[src/rtl/ppfifo_svc.sv]
module ppfifo_svc #(
  parameter int DW       = 8,
  parameter int DEPTH    = 16,
  parameter int AW       = 11,
  parameter int THR_W    = 4,
  parameter logic [AW-1:0] DATA_OFS = 11'h000,
  parameter logic [AW-1:0] CTRL_OFS = 11'h002,
  parameter logic [AW-1:0] CFG_OFS  = 11'h400
) (
  input  logic             clk,
  input  logic             rst_n,
  input  logic             bus_cs,
  input  logic             bus_we,
  input  logic [AW-1:0]    bus_addr,
  input  logic [DW-1:0]    bus_wdata,
  output logic [DW-1:0]    bus_rdata,
  output logic             cfg_sel,
  input  logic             dir,
  input  logic [THR_W-1:0] wr_thr,
  input  logic [THR_W-1:0] rd_thr,
  input  logic             dma_tc,
  output logic             dma_req,
  output logic             svc_irq,
  input  logic             fault_n,
  output logic             fault_irq,
  input  logic             port_push,
  input  logic [DW-1:0]    port_din,
  output logic             port_space,
  input  logic             port_pop,
  output logic [DW-1:0]    port_dout,
  output logic             port_valid
);

  localparam int PW = $clog2(DEPTH);
  localparam int CW = PW + 1;
  localparam logic [CW-1:0] FULLC = CW'(DEPTH);
  localparam logic [PW-1:0] LASTP = PW'(DEPTH - 1);
  localparam logic [2:0] M_ECP  = 3'b011;
  localparam logic [2:0] M_TEST = 3'b110;
  localparam logic [2:0] M_CFG  = 3'b111;

  logic [DW-1:0] mem [DEPTH];
  logic [PW-1:0] wp, rp;
  logic [CW-1:0] cnt;
  logic [2:0]    mode;
  logic          fmask, dma_en, svc;
  logic          fault_q, svc_irq_q, fault_irq_q;

  wire full   = (cnt == FULLC);
  wire empty  = (cnt == '0);
  wire test_m = (mode == M_TEST);
  wire ecp_m  = (mode == M_ECP);
  wire cfg_m  = (mode == M_CFG);

  wire hit_data = bus_cs && (bus_addr == DATA_OFS);
  wire hit_ctrl = bus_cs && (bus_addr == CTRL_OFS);
  wire ctrl_wr  = hit_ctrl && bus_we;

  wire host_push = hit_data &&  bus_we && (test_m || !dir) && !full;
  wire host_pop  = hit_data && !bus_we && (test_m ||  dir) && !empty;
  wire pp_push   = port_push &&  dir && !test_m && !full;
  wire pp_pop    = port_pop  && !dir && !test_m && !empty;
  wire push      = host_push || pp_push;
  wire pop       = host_pop  || pp_pop;
  wire [DW-1:0] din = host_push ? bus_wdata : port_din;

  always_ff @(posedge clk) begin
    if (push) mem[wp] <= din;
  end

  always_ff @(posedge clk) begin
    if (!rst_n) begin
      wp  <= '0;
      rp  <= '0;
      cnt <= '0;
    end else begin
      if (push) wp <= (wp == LASTP) ? '0 : wp + 1'b1;
      if (pop)  rp <= (rp == LASTP) ? '0 : rp + 1'b1;
      cnt <= cnt + CW'(push) - CW'(pop);
    end
  end

  wire [CW-1:0] free_n   = FULLC - cnt;
  wire          thr_hit  = dir ? (cnt >= CW'(rd_thr)) : (free_n >= CW'(wr_thr));
  wire          svc_cond = dma_en ? dma_tc : thr_hit;
  wire          hw_set   = !svc && !ctrl_wr && svc_cond;

  always_ff @(posedge clk) begin
    if (!rst_n) begin
      mode      <= 3'b000;
      fmask     <= 1'b0;
      dma_en    <= 1'b0;
      svc       <= 1'b1;
      svc_irq_q <= 1'b0;
    end else begin
      if (ctrl_wr) begin
        mode   <= bus_wdata[7:5];
        fmask  <= bus_wdata[4];
        dma_en <= bus_wdata[3];
        svc    <= bus_wdata[2];
      end else if (hw_set) begin
        svc <= 1'b1;
      end
      svc_irq_q <= hw_set;
    end
  end

  wire fault_edge = fault_q && !fault_n && !fmask && ecp_m;
  wire fault_unm  = ctrl_wr && fmask && !bus_wdata[4] &&
                    (bus_wdata[7:5] == M_ECP) && !fault_n;

  always_ff @(posedge clk) begin
    if (!rst_n) begin
      fault_q     <= 1'b1;
      fault_irq_q <= 1'b0;
    end else begin
      fault_q     <= fault_n;
      fault_irq_q <= fault_edge || fault_unm;
    end
  end

  logic [DW-1:0] ctrl_rd;
  always_comb begin
    ctrl_rd      = '0;
    ctrl_rd[7:0] = {mode, fmask, dma_en, svc, full, empty};
  end

  logic unused_wd;
  assign unused_wd = ^bus_wdata;

  assign bus_rdata  = hit_data ? mem[rp] : (hit_ctrl ? ctrl_rd : '0);
  assign cfg_sel    = bus_cs && cfg_m && (bus_addr[AW-1:1] == CFG_OFS[AW-1:1]);
  assign dma_req    = dma_en && !svc && (dir ? !empty : !full);
  assign svc_irq    = svc_irq_q;
  assign fault_irq  = fault_irq_q;
  assign port_dout  = mem[rp];
  assign port_valid = !dir && !test_m && !empty;
  assign port_space =  dir && !test_m && !full;


  fifo_bound_chk: assert property (@(posedge clk) disable iff (!rst_n)
    cnt <= FULLC);


  test_iso_chk: assert property (@(posedge clk) disable iff (!rst_n)
    (test_m && !hit_data) |=> $stable(cnt));


  cfg_mode_chk: assert property (@(posedge clk) disable iff (!rst_n)
    cfg_sel |-> (mode == M_CFG));


  fault_low_chk: assert property (@(posedge clk) disable iff (!rst_n)
    fault_irq |-> $past(!fault_n));


  dma_gate_chk: assert property (@(posedge clk) disable iff (!rst_n)
    dma_req |-> (dma_en && !svc));


  svc_pulse_chk: assert property (@(posedge clk) disable iff (!rst_n)
    svc_irq |-> (svc && !$past(svc)));


  svc_hold_chk: assert property (@(posedge clk) disable iff (!rst_n)
    ($past(svc) && !$past(ctrl_wr)) |-> svc);

endmodule

[config.mk]
export PLATFORM = sky130hd
export DESIGN_NAME = ppfifo_svc
export DESIGN_NICKNAME = d
export VERILOG_FILES = /design/src/rtl/ppfifo_svc.sv
export SDC_FILE = /design/constraint.sdc
export NUM_CORES = 1
export LEC_CHECK = 0
export BUFFER_PORTS_ARGS = -buffer_cell sky130_fd_sc_hd__buf_2
export CORE_UTILIZATION = 50
export DETAILED_ROUTE_END_ITERATION = 12
export PLACE_DENSITY = 0.69
export SYNTH_ARGS = -nofsm -noshare
export SYNTH_HDL_FRONTEND = slang
export SYNTH_SLANG_ARGS = --single-unit
[constraint.sdc]
create_clock -name clk -period 4.45 [get_ports clk]
set_input_delay 0.2225 -clock clk [delete_from_list [all_inputs] [get_ports clk]]
set_output_delay 0.2225 -clock clk [all_outputs]
set_load 0.05 [all_outputs]
==> impl_metrics.csv <==
group,metric,value,unit
grt,grt_pass1_wl,22.0,mm
grt,gr-total-overflow,0,
logic_synthesis,synth_area_leaders,"edfxtp_1 57%, dfxtp_1 7.7%, mux4_1 7.4%, mux4_2 7.0%, ha_1 4.2%",
route,drt-wirelength-per-cell,21.1,um
logic_synthesis,synth-adder-area-share,0.0453,
sta,rsz0062_at_grt,"no",
route,drcViolationCount,0,
logic_synthesis,synth.largest_area_cell,"edfxtp_1",
logic_synthesis,synth_commonest_cells,"128 x edfxtp_1, 27 x nand2_1, 26 x dfxtp_1, 23 x ha_1, 23 x nor2_1",
sta,timing.hold.ws,33.1,ps
cts,cts.sinks,154,
logic_synthesis,synth_compound_gate_area_share,0.0363,
critical_path,reg2reg_depth,18,
logic_synthesis,synth-xor-area-share,0.00645,
floorplanning,die_w,119,um
sta,slew_viol_final,0,
logic_synthesis,yosysWarnings,0,
cts,cts_root_buf,"clkbuf_16",
logic_synthesis,ys.flop_type,"edfxtp_1",
cts,cts_max_level,4,
min_path,hp-class,"primary input to flop",
critical_path,crit_type,"flop to flop",
cts,cts_tree,"built",
cts,cts_resized,0,
outcome,status,"completed",
critical_path,endpoint_kind,"flop",
logic_synthesis,ys_seq_area_frac,0.643,
cts,clk_pin_slew,60,ps
cts,cts_made_buffers,17,
logic_synthesis,synthCells,412,
grt,grtUsageTotal,0.217,
sta,timing.final.crit_share,0.779,
pwr,irDropWorstVdd,0.391,mV
logic_synthesis,synth_area,0.00679,mm2
flow_run,maxCapViolations,0,
logic_synthesis,synthArstFlopShare,0,
cts,cts_hold_buffers,0,
placement,placed_area,0.00728,mm2
logic_synthesis,synth_top_cell_area_share,0.566,
placement,dp_slack,988,ps
logic_synthesis,synth_top_family_by_area,"multiplexers",
sta,setup_viol,0,
floorplanning,die_y,119,um
pwr,power.density,460,mW/mm2
placement,routabilityCongestion,0.827,
layout,antennaDiodeCount,0,
sta,finalWorstSetupSlack,985,ps
sta,worst_pin_slew,1000,ps
min_path,worstHoldStart,"fault_n",
sta,hold_viol_final,0,
floorplanning,die-area,0.0141,mm2
critical_path,required,4790,ps
layout,post-route-cell-area,0.00786,mm2
critical_path,r2r-end,"cnt[4]",
route,wirelength,14.2,mm
floorplanning,core_area,0.0132,mm2
grt,grt_antenna_before_repair,0,
layout,drive_above_1_share,0.263,
floorplanning,start_util,0.513,
floorplanning,io_pins,66,
logic_synthesis,synthSimpleGateAreaFrac,0.0833,
min_path,whs_path_depth,2,
critical_path,arrival,3810,ps
route,vias,3938,
cts,clkLatencyLatePin,410,ps
min_path,hold_path_end,"fault_q",
route,first_iter_violations,380,
logic_synthesis,syn_avg_cell_area,16.5,um2
layout,postLayoutCoreUtil,0.593,
sta,finalCriticalPeriod,3470,ps
logic_synthesis,synth_nets,480,
logic_synthesis,synth-edff-count,128,
route,drt_first_pass_iters,5,
grt,grt_max_degree,33,
logic_synthesis,yosysMostFrequentCell,"edfxtp_1",
grt,grt_pass1_vias,3913,
sta,skew,4.52,ps
critical_path,startpoint_type,"flop",
sta,maxSlewHeadroom,0.329,
layout,fin_nets,554,
critical_path,critPathMaxFanout,8,
route,ant_nets,0,
critical_path,r2r_setup_slack,980,ps
logic_synthesis,yosysUniqueCellTypes,45,
logic_synthesis,ys_seq_elements,154,
logic_synthesis,synth_mux_area_frac,0.159,
sta,fmax,289,MHz
layout,fill_cells,994,
placement,place_hpwl,9.71,mm
floorplanning,rows,42,
placement,port_buffers,65,
critical_path,rr_startpoint,"cnt[1]",
layout,areaGrowthSynthToFinish,15.7,%
cts,cts_buffer_depth,2,
cts,post_cts_buffers,0,
pwr,leakagePower,0.00278,uW
route,via_per_inst,5.84,
sta,tns,0,ps
## registers in the layout (all words and copies together) (netlist names), named ones only
register and flops:
wp 4, mem 128, mode 3, svc_irq 1
cnt 5, fault_irq 1, dma_en 1, rp 4
fmask 1, svc 1, fault_q 1
## cell type report
| class | count | area, um2 | area share |
|---|---|---|---|
| well taps | 176 | 220 | 0.0280 |
| inverters | 18 | 67.6 | 0.00860 |
| multi-input cells | 223 | 2250 | 0.286 |
| clock inverters | 13 | 151 | 0.0193 |
| flip-flops and latches | 154 | 4370 | 0.556 |
| clock buffers | 18 | 429 | 0.0546 |
| repair buffers | 72 | 378 | 0.0481 |
## through the flow
step | power [uW] | instances
2_1_floorplan | 2070 | 412
3_3_place_gp | 2220 | 643
3_5_place_dp | 2240 | 643
4_1_cts | 3630 | 674
5_1_grt | 3750 | 674
6_report | 3610 | 674
## critical path, stage by stage, from the launching register on
cell	delay (ps)
dfxtp_1	420
inv_1	120
ha_1	220
and2_1	180
ha_1	230
nand2b_1	160
a21oi_1	170
a21o_1	300
inv_1	130
ha_1	290
inv_1	40
ha_1	180
inv_1	70
fa_1	200
nor2_1	50
nor2_1	80
nor2_1	60
or3_1	340
a21boi_0	160
## layer usage
layer | track usage | up-vias | part of all wire
met5 | 0 | - | 0
met4 | 0.0862 | 0 | 0.022
met3 | 0.0545 | 28 | 0.072
met2 | 0.356 | 184 | 0.48
met1 | 0.277 | 1955 | 0.43
li1 | - | 1771 | -
## worst max-delay path by stage
stage	startpoint	to	slack, ps	cells after the start
finish	cnt[1]	cnt[4]	980	18
global placement	cnt[1]	cnt[4]	1190	18
detailed placement	cnt[1]	cnt[4]	990	18
CTS	cnt[1]	cnt[4]	970	18
global route	cnt[1]	cnt[4]	750	18
floorplan	cnt[1]	cnt[4]	1370	18
## power breakdown
group          internal (uW)  switching, uW  total [uW]
Combinational            234            331         565
Clock                    872            535        1410
Sequential              1600           41.3        1640
## placed cells by master (no fill, tap or decap), drive strengths merged, types with 3 or more instances in the layout
master      n
nand3      16
bufinv      3
and2        4
nor2b       4
clkinvlp    4
clkbuf     18
dfxtp      26
xor2        3
inv        20
a21oi       3
nor3        8
ha         23
nand2      27
edfxtp    128
a21boi      9
buf        72
clkinv      4
mux4       40
a22o        8
nand2b      9
nor3b       7
o21ai       6
mux2        8
nor2       23
## logic make-up (layout without fill, tap and decap cells)
logic type | count (synthesis) | after routing
muxes | 50 | 50
and+or+nand+nor | 110 | 110
AOI/OAI and AO/OA | 34 | 34
adders and majority gates | 24 | 24
DFF | 154 | 154
buffers and inverters | 35 | 121
xor gates and xnor gates | 5 | 5
Power figures use the tool's default switching activity.
